**config.mk**
```make
export PLATFORM = sky130hd
export DESIGN_NAME = opstack_unit
export DESIGN_NICKNAME = d
export VERILOG_FILES = /design/src/rtl/opstack_pkg.sv /design/src/rtl/opstack_ram.sv /design/src/rtl/opstack_ptr.sv /design/src/rtl/opstack_alu.sv /design/src/rtl/opstack_unit.sv
export SDC_FILE = /design/constraint.sdc
export NUM_CORES = 1
export LEC_CHECK = 0
export ABC_AREA = 0
export BUFFER_PORTS_ARGS = -buffer_cell sky130_fd_sc_hd__buf_2
export CELL_PAD_IN_SITES_DETAIL_PLACEMENT = 0
export CELL_PAD_IN_SITES_GLOBAL_PLACEMENT = 1
export CORE_MARGIN = 3
export CORE_UTILIZATION = 50
export DETAILED_ROUTE_END_ITERATION = 16
export GPL_ROUTABILITY_DRIVEN = 0
export PLACE_DENSITY_LB_ADDON = 0.1
export SLEW_MARGIN = 20
export SYNTH_ARGS = -nofsm -noshare
export SYNTH_HDL_FRONTEND = slang
export SYNTH_SLANG_ARGS = --single-unit
```
**constraint.sdc**
```tcl
create_clock -name clk -period 7.6 [get_ports clk]
set_clock_uncertainty 0.15 [all_clocks]
set_input_delay 2.28 -clock clk [delete_from_list [all_inputs] [get_ports clk]]
set_output_delay 2.28 -clock clk [all_outputs]
set_load 0.005 [all_outputs]
```
**src/rtl/opstack_pkg.sv**
```systemverilog
package opstack_pkg;

  typedef enum logic [3:0] {
    OP_NOP  = 4'd0,
    OP_LIT  = 4'd1,
    OP_DROP = 4'd2,
    OP_DUP  = 4'd3,
    OP_SWAP = 4'd4,
    OP_OVER = 4'd5,
    OP_ADD  = 4'd6,
    OP_SUB  = 4'd7,
    OP_AND  = 4'd8,
    OP_OR   = 4'd9,
    OP_XOR  = 4'd10,
    OP_ZEQ  = 4'd11
  } op_e;

  // operation is defined at all
  function automatic logic op_live(input logic [3:0] op);
    return (op >= 4'd1) && (op <= 4'd11);
  endfunction

  // operation adds one element
  function automatic logic op_grow(input logic [3:0] op);
    return (op == OP_LIT) || (op == OP_DUP) || (op == OP_OVER);
  endfunction

  // two-operand ALU operation
  function automatic logic op_binary(input logic [3:0] op);
    return (op >= 4'd6) && (op <= 4'd10);
  endfunction

  // operation removes one element
  function automatic logic op_shrink(input logic [3:0] op);
    return (op == OP_DROP) || op_binary(op);
  endfunction

  // minimum number of elements the operation consumes
  function automatic logic [1:0] op_need(input logic [3:0] op);
    logic [1:0] n;
    case (op)
      OP_DROP, OP_DUP, OP_ZEQ: n = 2'd1;
      OP_SWAP, OP_OVER:        n = 2'd2;
      default:                 n = op_binary(op) ? 2'd2 : 2'd0;
    endcase
    return n;
  endfunction

endpackage

```
**src/rtl/opstack_ram.sv**
```systemverilog
module opstack_ram #(
  parameter int W     = 16,
  parameter int DEPTH = 16,
  localparam int AW   = $clog2(DEPTH)
) (
  input  logic          clk,
  input  logic          we_i,
  input  logic [AW-1:0] waddr_i,
  input  logic [W-1:0]  wdata_i,
  input  logic [AW-1:0] raddr_i,
  output logic [W-1:0]  rdata_o
);

  logic [W-1:0] mem [DEPTH];

  always_ff @(posedge clk) begin
    if (we_i) mem[waddr_i] <= wdata_i;
  end

  assign rdata_o = mem[raddr_i];

endmodule

```
**src/rtl/opstack_ptr.sv**
```systemverilog
module opstack_ptr
  import opstack_pkg::*;
#(
  parameter int DEPTH = 16,
  localparam int AW   = $clog2(DEPTH),
  localparam int CW   = $clog2(DEPTH + 2)
) (
  input  logic          clk,
  input  logic          rst,
  input  logic          step_i,
  input  logic [3:0]    op_i,
  output logic [CW-1:0] cnt_o,
  output logic          commit_o,
  output logic          ovf_evt_o,
  output logic          unf_evt_o,
  output logic          wr_en_o,
  output logic [AW-1:0] wr_addr_o,
  output logic [AW-1:0] rd_addr_o
);

  localparam logic [CW-1:0] CAP = CW'(DEPTH + 1);

  logic [CW-1:0] cnt_q;
  logic [CW-1:0] cnt_m1, cnt_m2;
  logic          live, short, full, grow, shrink;

  assign cnt_m1 = cnt_q - CW'(1);
  assign cnt_m2 = cnt_q - CW'(2);

  assign live   = step_i && op_live(op_i);
  assign grow   = op_grow(op_i);
  assign shrink = op_shrink(op_i);
  assign short  = cnt_q < CW'(op_need(op_i));
  assign full   = grow && (cnt_q == CAP);

  assign unf_evt_o = live && short;
  assign ovf_evt_o = live && !short && full;
  assign commit_o  = live && !short && !full;

  // the register absorbs the first element, so an empty stack never writes RAM
  assign wr_en_o   = commit_o && ((grow && (cnt_q != '0)) || (op_i == OP_SWAP));
  assign wr_addr_o = (op_i == OP_SWAP) ? AW'(cnt_m2) : AW'(cnt_m1);
  assign rd_addr_o = AW'(cnt_m2);
  assign cnt_o     = cnt_q;

  always_ff @(posedge clk) begin
    if (rst) begin
      cnt_q <= '0;
    end else if (commit_o) begin
      if (grow)        cnt_q <= cnt_q + CW'(1);
      else if (shrink) cnt_q <= cnt_m1;
    end
  end

  AST_CNT_RANGE: assert property (@(posedge clk) disable iff (rst)
    cnt_q <= CAP);

  AST_CNT_IDLE: assert property (@(posedge clk) disable iff (rst)
    !step_i |=> $stable(cnt_q));

  AST_UNF_KEEPS_CNT: assert property (@(posedge clk) disable iff (rst)
    unf_evt_o |=> $stable(cnt_q));

endmodule

```
**src/rtl/opstack_alu.sv**
```systemverilog
module opstack_alu
  import opstack_pkg::*;
#(
  parameter int W = 16
) (
  input  logic [3:0]   op_i,
  input  logic [W-1:0] a_i,   // second element
  input  logic [W-1:0] b_i,   // top element
  output logic [W-1:0] y_o
);

  always_comb begin
    case (op_i)
      OP_ADD:  y_o = a_i + b_i;
      OP_SUB:  y_o = a_i - b_i;
      OP_AND:  y_o = a_i & b_i;
      OP_OR:   y_o = a_i | b_i;
      OP_XOR:  y_o = a_i ^ b_i;
      OP_ZEQ:  y_o = {W{b_i == '0}};
      default: y_o = '0;
    endcase
  end

endmodule

```
**src/rtl/opstack_unit.sv**
```systemverilog
module opstack_unit
  import opstack_pkg::*;
#(
  parameter int DATA_W = 16,
  parameter int DEPTH  = 16
) (
  input  logic              clk,
  input  logic              rst,
  input  logic              step_i,
  input  logic [3:0]        op_i,
  input  logic [DATA_W-1:0] din_i,
  input  logic              ack_i,
  output logic [DATA_W-1:0] tos_o,
  output logic [DATA_W-1:0] nos_o,
  output logic              zero_o,
  output logic              ovf_o,
  output logic              unf_o
);

  localparam int AW = $clog2(DEPTH);
  localparam int CW = $clog2(DEPTH + 2);

  logic [CW-1:0]     cnt;
  logic              commit, ovf_evt, unf_evt, wr_en;
  logic [AW-1:0]     wr_addr, rd_addr;
  logic [DATA_W-1:0] rd_data, nos, alu_y, tos_q, tos_nxt;
  logic              zero_q, ovf_q, unf_q;

  opstack_ptr #(.DEPTH(DEPTH)) u_ptr (
    .clk       (clk),
    .rst       (rst),
    .step_i    (step_i),
    .op_i      (op_i),
    .cnt_o     (cnt),
    .commit_o  (commit),
    .ovf_evt_o (ovf_evt),
    .unf_evt_o (unf_evt),
    .wr_en_o   (wr_en),
    .wr_addr_o (wr_addr),
    .rd_addr_o (rd_addr)
  );

  opstack_ram #(.W(DATA_W), .DEPTH(DEPTH)) u_ram (
    .clk     (clk),
    .we_i    (wr_en),
    .waddr_i (wr_addr),
    .wdata_i (tos_q),
    .raddr_i (rd_addr),
    .rdata_o (rd_data)
  );

  opstack_alu #(.W(DATA_W)) u_alu (
    .op_i (op_i),
    .a_i  (nos),
    .b_i  (tos_q),
    .y_o  (alu_y)
  );

  // a stale RAM cell is never shown as the second element
  assign nos = (cnt >= CW'(2)) ? rd_data : '0;

  always_comb begin
    case (op_i)
      OP_LIT:                  tos_nxt = din_i;
      OP_DUP:                  tos_nxt = tos_q;
      OP_DROP, OP_SWAP, OP_OVER: tos_nxt = nos;
      default:                 tos_nxt = alu_y;
    endcase
  end

  always_ff @(posedge clk) begin
    if (rst) begin
      tos_q  <= '0;
      zero_q <= 1'b1;
    end else if (commit) begin
      tos_q  <= tos_nxt;
      zero_q <= (tos_nxt == '0);
    end
  end

  // a new fault outranks an acknowledge in the same cycle
  always_ff @(posedge clk) begin
    if (rst) begin
      ovf_q <= 1'b0;
      unf_q <= 1'b0;
    end else begin
      if (ovf_evt)    ovf_q <= 1'b1;
      else if (ack_i) ovf_q <= 1'b0;
      if (unf_evt)    unf_q <= 1'b1;
      else if (ack_i) unf_q <= 1'b0;
    end
  end

  assign tos_o  = tos_q;
  assign nos_o  = nos;
  assign zero_o = zero_q;
  assign ovf_o  = ovf_q;
  assign unf_o  = unf_q;

  AST_OVF_SET: assert property (@(posedge clk) disable iff (rst)
    ovf_evt |=> ovf_o);

  AST_UNF_SET: assert property (@(posedge clk) disable iff (rst)
    unf_evt |=> unf_o);

  AST_FAULT_KEEPS_TOP: assert property (@(posedge clk) disable iff (rst)
    (ovf_evt || unf_evt) |=> $stable(tos_o));

  AST_ACK_CLEARS: assert property (@(posedge clk) disable iff (rst)
    (ack_i && !ovf_evt && !unf_evt) |=> (!ovf_o && !unf_o));

  AST_ZERO_TRACKS: assert property (@(posedge clk) disable iff (rst)
    zero_o == (tos_o == '0));

  AST_IDLE_TOP: assert property (@(posedge clk) disable iff (rst)
    !step_i |=> $stable(tos_o));

endmodule

```
* Word level (Yosys, flattened, before mapping)
Memory sizes are Yosys's and may differ from the RTL's.
Cells that the tools add are included.
** Word-level totals
- Register bits :: 24
- Output and inout bits :: 35
- Word-level logic and storage cells :: 71
- Memories :: 1
- Bits in writable memories :: 256
- Input bits :: 24
** Operators by class
- $add $sub $neg :: 5
- Eq/ne operators :: 12
- Reductions and logical operators :: 26
- Bitwise gates (word level) :: 3
- Mux-type cells :: 13
- Magnitude comparators :: 6
** Memory list
- u_ram.mem :: words 16, width 16, read ports 1, clocked after memory_dff 0, wr ports 1, line opstack_ram.sv:14 : logic [W-1:0] mem [DEPTH];
** Operators with widths (count)
- 16-bit one-hot mux with 6 select lines :: 1
- 16-bit one-hot mux with 3 select lines :: 1
- 16-bit zero test :: 2
- 16-bit adder :: 1
- 16-bit bitwise AND :: 1
- 4-bit by 3-bit equality test with 1-bit output (second input constant) :: 4
- 4-bit equality test (second input constant) :: 4
- 16-bit 2-to-1 mux :: 1
- 16-bit OR :: 1
- 16-bit subtractor :: 1
- 16-bit XOR :: 1
- 1-bit logical AND :: 10
- 5-bit 2-to-1 mux :: 2
- 4-bit by 2-bit equality test with 1-bit output (second input constant) :: 2
- 4-bit less-or-equal comparator (second input constant) :: 2
- 2-bit nonzero test :: 3
- 3-bit OR reduction :: 2
- 5-bit by 1-bit adder with 5-bit output (second input constant) :: 1
- 5-bit equality test (second input constant) :: 1
- 5-bit by 2-bit greater-or-equal comparator with 1-bit output (second input constant) :: 1
- 5-bit by 2-bit < comparator with 1-bit output :: 1
- 1-bit 2-to-1 mux :: 5
- 5-bit nonzero test :: 1
- 5-bit by 1-bit subtractor with 5-bit output (second input constant) :: 1
- other kinds (11) :: 15

* Logic depth before layout (Yosys ltp)
Gate-level depths: netlist (run 1).
- Depth after elaboration :: 11
- Mapped depth :: 23
- Mapped depth without buffers :: 20

* By module
A second synthesis (run 1) with hierarchy kept.
** Second synthesis, totals
- Cells, all modules :: 920
- Area total of the unflattened synthesis :: 13660.6 um2
** Modules (own cells, without submodules)
- opstack_ram :: area each 9723.1 um2, times used 1, sequential area each 7687.4 um2, cells each 416
- opstack_alu :: area each 2005.7 um2, times used 1, sequential area each 0.0 um2, cells each 276
- opstack_unit :: area each 1278.7 um2, times used 1, sequential area each 380.4 um2, cells each 147
- opstack_ptr :: area each 653.1 um2, times used 1, sequential area each 100.1 um2, cells each 81

* Worst setup path before layout (run 1)
Ideal clock, no wire load.
- Kind :: input port to flip-flop
- From :: input port op_i[1]
- To :: register zero_q (netlist: zero_o)
- Library setup time :: 0.059 ns
- Buffers on the path :: 3
- Data required time :: 7.391 ns
- Arrival time :: 5.933 ns
- Cell stages on the path :: 17
- Slack :: 1.459 ns
- Cell sequence :: clkbuf_1 -> and4b_1 -> clkbuf_1 -> clkbuf_1 -> nor2_1 -> xnor2_1 -> ha_1 -> nor2b_1 -> o31a_1 -> o21a_1 -> o41a_1 -> xor2_1 -> a2111oi_0 -> o211ai_1 -> nor4_1 -> and4_1 -> a31o_1
** On the way
- Cells in the longest elaborated chain, start to end :: 8
- Elaborated cells on any way between the ends :: 34
- Those cells by class :: 5 x order compare; 11 x eq/ne; 4 x mux; 14 x reduce/logical
** RTL lines
- start: declaration :: line opstack_unit.sv:10 : input logic [3:0] op_i,
- 4-bit by 3-bit greater-or-equal comparator with 1-bit output or 4-bit less-or-equal comparator (tied branches) :: line opstack_pkg.sv:30 : return (op >= 4'd6) && (op <= 4'd10);
- 1-bit logical AND :: line opstack_pkg.sv:30
- 2-bit 2-to-1 mux :: line opstack_pkg.sv:44 : default: n = op_binary(op) ? 2'd2 : 2'd0;
- 2-bit one-hot mux with 2 select lines :: line opstack_pkg.sv:41 : case (op)
- 5-bit by 2-bit < comparator with 1-bit output :: line opstack_ptr.sv:33 : assign short = cnt_q < CW'(op_need(op_i));
- 1-bit zero test :: line opstack_ptr.sv:38 : assign commit_o = live && !short && !full;
- 1-bit logical AND (2 in series) :: line opstack_ptr.sv:38
- end signal: assignment :: line opstack_unit.sv:77 : zero_q <= (tos_nxt == '0);
- end: declaration :: line opstack_unit.sv:27 : logic zero_q, ovf_q, unf_q;
Parallel ways exist; a longest one is shown, timed or not.
A chain may end at the register's enable or synchronous reset.

* Worst setup path after layout (run 1)
- From :: register u_ptr.cnt_q[1] (netlist: u_ptr.cnt_o[1])
- To :: output port nos_o[8]
** On the way
- Cells in the longest elaborated chain, start to end :: 3
- Elaborated cells on any way between the ends :: 4
- Those cells by class :: 1 x add/sub; 1 x order compare; 1 x mux; 1 x memory
** RTL lines
- start: declaration :: line opstack_ptr.sv:23 : logic [CW-1:0] cnt_q;
- start signal: assignment :: line opstack_ptr.sv:50 : if (grow) cnt_q <= cnt_q + CW'(1);
- start signal: assignment :: line opstack_ptr.sv:51 : else if (shrink) cnt_q <= cnt_m1;
- 4-bit by 2-bit subtractor with 4-bit output :: line opstack_ptr.sv:28 : assign cnt_m2 = cnt_q - CW'(2);
- memory 16 x 16 bit
- 16-bit 2-to-1 mux * :: line opstack_unit.sv:60 : assign nos = (cnt >= CW'(2)) ? rd_data : '0;
- end: declaration :: line opstack_unit.sv:14 : output logic [DATA_W-1:0] nos_o,
Every way passes the cells marked *; elsewhere a longest branch is shown, timed or not.

==> run summary, run 1 <==
CP endpoint kind - output pin
unrepaired setup endpoints after global routing - no
hold buffers post-CTS - 0
Area Growth Syn to Fin - 12.6%
Combinational Power Share - 22.6%
WHS - 339 ps
Yosys reg bits - 280
CP arrival - 3940 ps
number of max-cap violations - 0
die area - 29,700 um^2
status - finished, final reports clean
switching share of total power - 28.3%
Final Cycle Share - 83.8%
CTS resizes - 0
Core Region - 27,000 um^2
Worst Tran Pin Value - 1090 ps
top cells by area, synth - edfxtp_1 56%, mux4_2 11%, ha_1 5.1%, dfxtp_1 3.5%, mux2i_1 2.0%
Clock Tree Root - clkbuf_16
pin count of the biggest net entering global routing - 42
Clock Power Share - 34.5%
FFs w/ async S/R, synth - 0%
Hold Crit Depth - 2
later-pin clock latency in the skew report - 540 ps
peak supply drop - 0.000217 V
Reg power frac - 42.9%
warnings from Yosys - 0
register-to-register setup slack - 1480 ps
Final Critical Period - 6370 ps
Longest Clk Path Bufs - 3
Cells after Synth - 965
WL/cell - 25.2 um
first-pass GRT wire length - 53,000 um
internal power - 0.00297 W
via count - 8,545
starting density of the core - 51.1%
Synth top area share - 55.6%
R2R Path Start - u_ptr.cnt_o[1]$_SDFFE_PP0P_
post-layout util - 57.6%
Total Negative Setup Slacks - 0 ps
synthesized area per cell - 14.3 um^2
hold_sp - ovf_o$_SDFFE_PP0P_
via/cell ratio - 6.13
Setup WS post-layout - 1230 ps
Setup-failing EPs final - 0
register area share after synthesis - 59.1%
gr ovfl total - 0
Die Wd - 172 um
Layout Nets - 1,114
DRT Wirelength - 35,200 um
number of port buffers - 58
layout cell share with drive strength beyond 1 - 22.4%
Critical Path RT - 5170 ps
cell area after synthesis - 13,800 um^2
Worst Hold Class - register to register
initial antenna violation count - 0
reg2reg end - zero_o$_SDFFE_PP1P_
Post-synth top flop - edfxtp_1
post-detail-place hpwl - 23,300 um
Rows - 60
crit path max fanout - 31
CTS Buf Count - 29
PD cells - 266 nW/um^2
synth cell count leaders - 256 x edfxtp_1, 69 x nor2_1, 68 x mux4_2
Initial DRC Count - 757
biggest area consumer among synthesized cells - edfxtp_1
r2r worst-path depth - 18
Max Slew Vio Count - 0
GRT Util Overall - 24.1%
CTS tree - yes
Setup WS pre-CTS - 1020 ps
most common cell in the netlist - edfxtp_1
worst-case hold path end point - ovf_o$_SDFFE_PP0P_
Diodes inserted - 0
Ports - 59
Fillers - 2,154
Hold Fails Final Rpt - 0
Setup CP Type - register to output pin
DRT Pass-1 Iters - 5
die height - 172 um
Routed Antenna Nets - 0
Pwr Total - 0.00414 W
Clock transition at path regs - 70 ps
Switch Pwr - 0.00117 W
Net Count, Synth - 1,046
Post-route DRC - 0
CTS Sinks - 280
Post-synth EDFFs - 256
Leakage Power - 5.42 nW
H-tree level count - 1
startpoint types - register
vias in the first global route - 8,211
Slew headroom - 27.4%
Highest Clock Rate - 157 MHz
postcts setup bufs - 0
Yosys cell types - 79
## placed cells by master, fill, tap and decap left out, drive strengths merged, types with 4 or more instances in the layout
cell / n
and3: 4
a22oi: 10
o22ai: 16
o21a: 4
clkbuf: 34
a2111oi: 4
dfxtp: 24
inv: 49
mux2i: 27
nor3: 19
xor2: 7
nor2b: 13
xnor2: 24
nor3b: 5
or3: 4
o21bai: 4
buf: 91
a211oi: 20
nand4: 5
nor4: 9
a31oi: 9
mux4: 71
edfxtp: 256
and2: 9
a21o: 5
a32oi: 4
bufinv: 5
clkinv: 11
nand3: 11
o211ai: 6
ha: 56
o21ai: 20
nor2: 69
nand2b: 8
nand2: 58
nand3b: 5
a221oi: 4
a21oi: 33
## final cells by class
class                   instances  area [um^2]  area share [%]
multi-input cells             583         5280            33.9
clock buffers                  34          744            4.79
flip-flops and latches        280         8180            52.5
repair buffers                 91          538            3.46
inverters                      48          180            1.16
clock inverters                18          215            1.38
well taps                     341          427            2.74
## how the worst max path moves through the flow
stage / start / endpoint / slack, ps / depth (start not counted)
final: u_ptr.cnt_o[1]$_SDFFE_PP0P_ / nos_o[8] / 1230 / 7
after global routing: u_ptr.cnt_o[1]$_SDFFE_PP0P_ / zero_o$_SDFFE_PP1P_ / 920 / 18
after CTS: u_ptr.cnt_o[1]$_SDFFE_PP0P_ / nos_o[8] / 1190 / 7
after detailed placement: op_i[2] / zero_o$_SDFFE_PP1P_ / 1020 / 15
after global placement: op_i[2] / zero_o$_SDFFE_PP1P_ / 1070 / 15
after floorplan: op_i[1] / zero_o$_SDFFE_PP1P_ / 1460 / 17
## worst max-delay path, stage by stage, from the launching register on
cell	delay (ps)
dfxtp_4	670
inv_1	260
ha_1	670
buf_4	440
mux4_2	270
mux2i_1	80
o22ai_1	740
buf_2	260
## stage by stage
step / instance area, um^2 / cells
final: 15600 / 1395
after global routing: 15600 / 1395
after CTS: 15600 / 1395
after detailed placement: 14600 / 1343
after global placement: 14600 / 1343
after floorplan: 13800 / 965
## registers in the layout, indices dropped and copies added, names as in the netlist
register     cells
ovf_o            1
zero_o           1
u_ptr.cnt_o      5
unf_o            1
tos_o           16
u_ram.mem      256
## metal layers
layer,routed length [um],part of all wire [%],track usage (%),up-vias
met4,513,1.5,4.03,0
li1,-,-,-,3903
met1,16300,46,36.9,4361
met3,1850,5.3,3.04,39
met2,16600,47,38.3,242
met5,0,0,0,-
## logic make-up after synthesis
logic type	share of synthesized area (%)
buffers and inverters	3.18
flip-flops	59.1
multiplexers	13.9
AO/OA/AOI/OAI	8.48
XOR/XNOR	2.13
AND/OR/NAND/NOR	8.04
adder cells (fa/ha/maj)	5.22
## power groups by stage
stage	combinational, W	clock, W	sequential (W)
after detailed placement	0.000928	0	0.00181
after global routing	0.00103	0.00152	0.00178
after CTS	0.000935	0.00146	0.00178
after floorplan	0.000668	0	0.00179
after global placement	0.000933	0	0.00181
final	0.000936	0.00143	0.00177
Note: power is estimated with default switching activity, not from simulation.
==> run 2, diff against run 1 <==
==> constraint.sdc (replaced) <==
create_clock -name clk -period 6.6 [get_ports clk]
set_clock_uncertainty 0.15 [all_clocks]
set_input_delay 1.98 -clock clk [delete_from_list [all_inputs] [get_ports clk]]
set_output_delay 1.98 -clock clk [all_outputs]
set_load 0.005 [all_outputs]
==> run 2 against run 1 <==
Net effect:
- clock power increased by 5%
- non-clock buffer count increased by 8
- hold slack got worse by 1.8 ps
- via count increased by 0.64%
- global-route usage increased by 0.84 points
- critical path depth decreased by 2
- first-iteration DRC count increased by 17%
- sequential power increased by 16%
- utilization decreased by 0.065 points
- critical endpoint is now nos_o[11]
- largest cell class unchanged
- largest power group unchanged
==> run summary, run 2 (synthesized netlist as in run 1, its figures left out) <==
Area Growth Syn to Fin - 12.5% (was 12.6%)
Hold Crit Depth - 2 (unchanged)
CTS Sinks - 280 (unchanged)
crit path max fanout - 37 (was 31)
DRT Wirelength - 36,200 um (was 35,200 um)
register-to-register setup slack - 900 ps (was 1480 ps)
pin count of the biggest net entering global routing - 38 (was 42)
Setup WS pre-CTS - 700 ps (was 1020 ps)
Layout Nets - 1,122 (was 1,114)
Total Negative Setup Slacks - 0 ps (unchanged)
initial antenna violation count - 0 (unchanged)
startpoint types - register (unchanged)
Die Wd - 172 um (unchanged)
Hold Fails Final Rpt - 0 (unchanged)
Worst Hold Class - register to register (unchanged)
Clock Tree Root - clkbuf_16 (unchanged)
R2R Path Start - u_ptr.cnt_o[1]$_SDFFE_PP0P_ (unchanged)
WL/cell - 25.8 um (was 25.2 um)
via count - 8,600 (was 8,545)
Crit. Startpoint - u_ptr.cnt_o[0]$_SDFFE_PP0P_ (was u_ptr.cnt_o[1]$_SDFFE_PP0P_)
number of flip-flops in the largest register - 256 (unchanged)
number of port buffers - 58 (unchanged)
Post-route DRC - 0 (unchanged)
Rows - 60 (unchanged)
PD cells - 298 nW/um^2 (was 266 nW/um^2)
Fillers - 2,172 (was 2,154)
hold_sp - ovf_o$_SDFFE_PP0P_ (unchanged)
Critical Path RT - 4470 ps (was 5170 ps)
reg2reg end - zero_o$_SDFFE_PP1P_ (unchanged)
Setup CP Type - register to output pin (unchanged)
Diodes inserted - 0 (unchanged)
unrepaired setup endpoints after global routing - no (unchanged)
Non-Filler Instances - 1,402 (was 1,395)
layout cell share with drive strength beyond 1 - 22.4% (about the same)
die height - 172 um (unchanged)
DRT Pass-1 Iters - 5 (unchanged)
H-tree level count - 1 (unchanged)
Final Critical Period - 5730 ps
first-pass GRT wire length - 54,400 um (was 53,000 um)
later-pin clock latency in the skew report - 550 ps (was 540 ps)
cell count after placement - 1,351 (was 1,343)
Routed Antenna Nets - 0 (unchanged)
CP Capture Point - nos_o[11] (was nos_o[8])
post-layout util - 57.5% (was 57.6%)
CP endpoint kind - output pin (unchanged)
Clock transition at path regs - 60 ps (was 70 ps)
most common cell after layout, fill and taps aside - edfxtp_1 (unchanged)
hold buffers post-CTS - 0 (unchanged)
vias in the first global route - 8,446 (was 8,211)
postcts setup bufs - 0 (unchanged)
Highest Clock Rate - 175 MHz
CP arrival - 3600 ps (was 3940 ps)
number of max-cap violations - 0 (unchanged)
Initial DRC Count - 887 (was 757)
post-detail-place hpwl - 23,600 um (was 23,300 um)
Setup WS post-layout - 869 ps (was 1230 ps)
Reg with most FFs - u_ram.mem (unchanged)
gr ovfl total - 0 (unchanged)
Sequential Area - 8180 um^2 (unchanged)
Ports - 59 (unchanged)
die area - 29,700 um^2 (unchanged)
Final Cycle Share - 86.8%
Leakage Power - 5.41 nW (was 5.42 nW)
starting density of the core - 51.1% (unchanged)
most frequent cells in the layout - 256 x edfxtp_1, 68 x mux4_2, 58 x nand2_1, 58 x buf_2, 56 x ha_1 (unchanged)
Worst Tran Pin Value - 1010 ps (was 1090 ps)
peak supply drop - 0.000239 V (was 0.000217 V)
CTS Buf Count - 29 (unchanged)
CTS resizes - 0 (unchanged)
Longest Clk Path Bufs - 3 (unchanged)
Slew headroom - 32.1% (was 27.4%)
multi-input logic area - 5280 um^2 (about the same)
Max Slew Vio Count - 0 (unchanged)
CTS tree - yes (unchanged)
GRT Util Overall - 25.0% (was 24.1%)
via/cell ratio - 6.13 (about the same)
Core Region - 27,000 um^2 (unchanged)
WHS - 338 ps (was 339 ps)
r2r worst-path depth - 18 (unchanged)
status - finished, final reports clean (unchanged)
Setup-failing EPs final - 0 (unchanged)
run 2: cell types whose count changed in the layout (fill, tap and decap cells not counted), sizes merged:
cell / before / now
clkinv: 11 / 9
buf: 91 / 99
clkbuf: 34 / 37
clkinvlp: 1 / 3
bufinv: 5 / 1
run 2: per-layer routing:
metal	up-vias	track usage (%)	share of wire (%)
li1	3919	-	-
met1	4332	38.7	46
met2	297	38.6	46
met3	52	3.38	5.9
met4	0	4.79	2.0
met5	-	0	0
run 2: through the flow:
stage	total power [W]	area, um^2
3_5_place_dp	0.00315	14700
3_3_place_gp	0.00315	14700
4_1_cts	0.00465	15500
2_1_floorplan	0.00283	13800
6_report	0.00462	15500
5_1_grt	0.00484	15500
run 2: area by class of cell:
type / count / area share [%]
Tap cell: 341 / 2.75
Inverter: 48 / 1.16
Timing Repair Buffer: 99 / 3.93
Clock inverter: 14 / 0.700
Clock buffer: 37 / 4.86
Sequential cell: 280 / 52.6
Multi-Input combinational cell: 583 / 34.0
run 2: worst min-delay path by stage:
stage / end / slack (ps)
floorplan: ovf_o$_SDFFE_PP0P_ / 330
global route: ovf_o$_SDFFE_PP0P_ / 370
detailed placement: ovf_o$_SDFFE_PP0P_ / 330
CTS: ovf_o$_SDFFE_PP0P_ / 350
global placement: ovf_o$_SDFFE_PP0P_ / 330
finish: ovf_o$_SDFFE_PP0P_ / 340
run 2: worst max-delay path, stage by stage, from the launching register on:
cell and delay (ps):
dfxtp_4 760, buf_4 650, mux4_2 610, mux4_2 500
and2_1 290, buf_2 180
run 2: where the power goes:
part	total, W	internal, W	leakage, nW	switching [W]
logic	0.00108	0.000439	2.52	0.000642
clock network	0.00150	0.000846	0.410	0.000649
registers	0.00205	0.00198	2.48	0.0000654
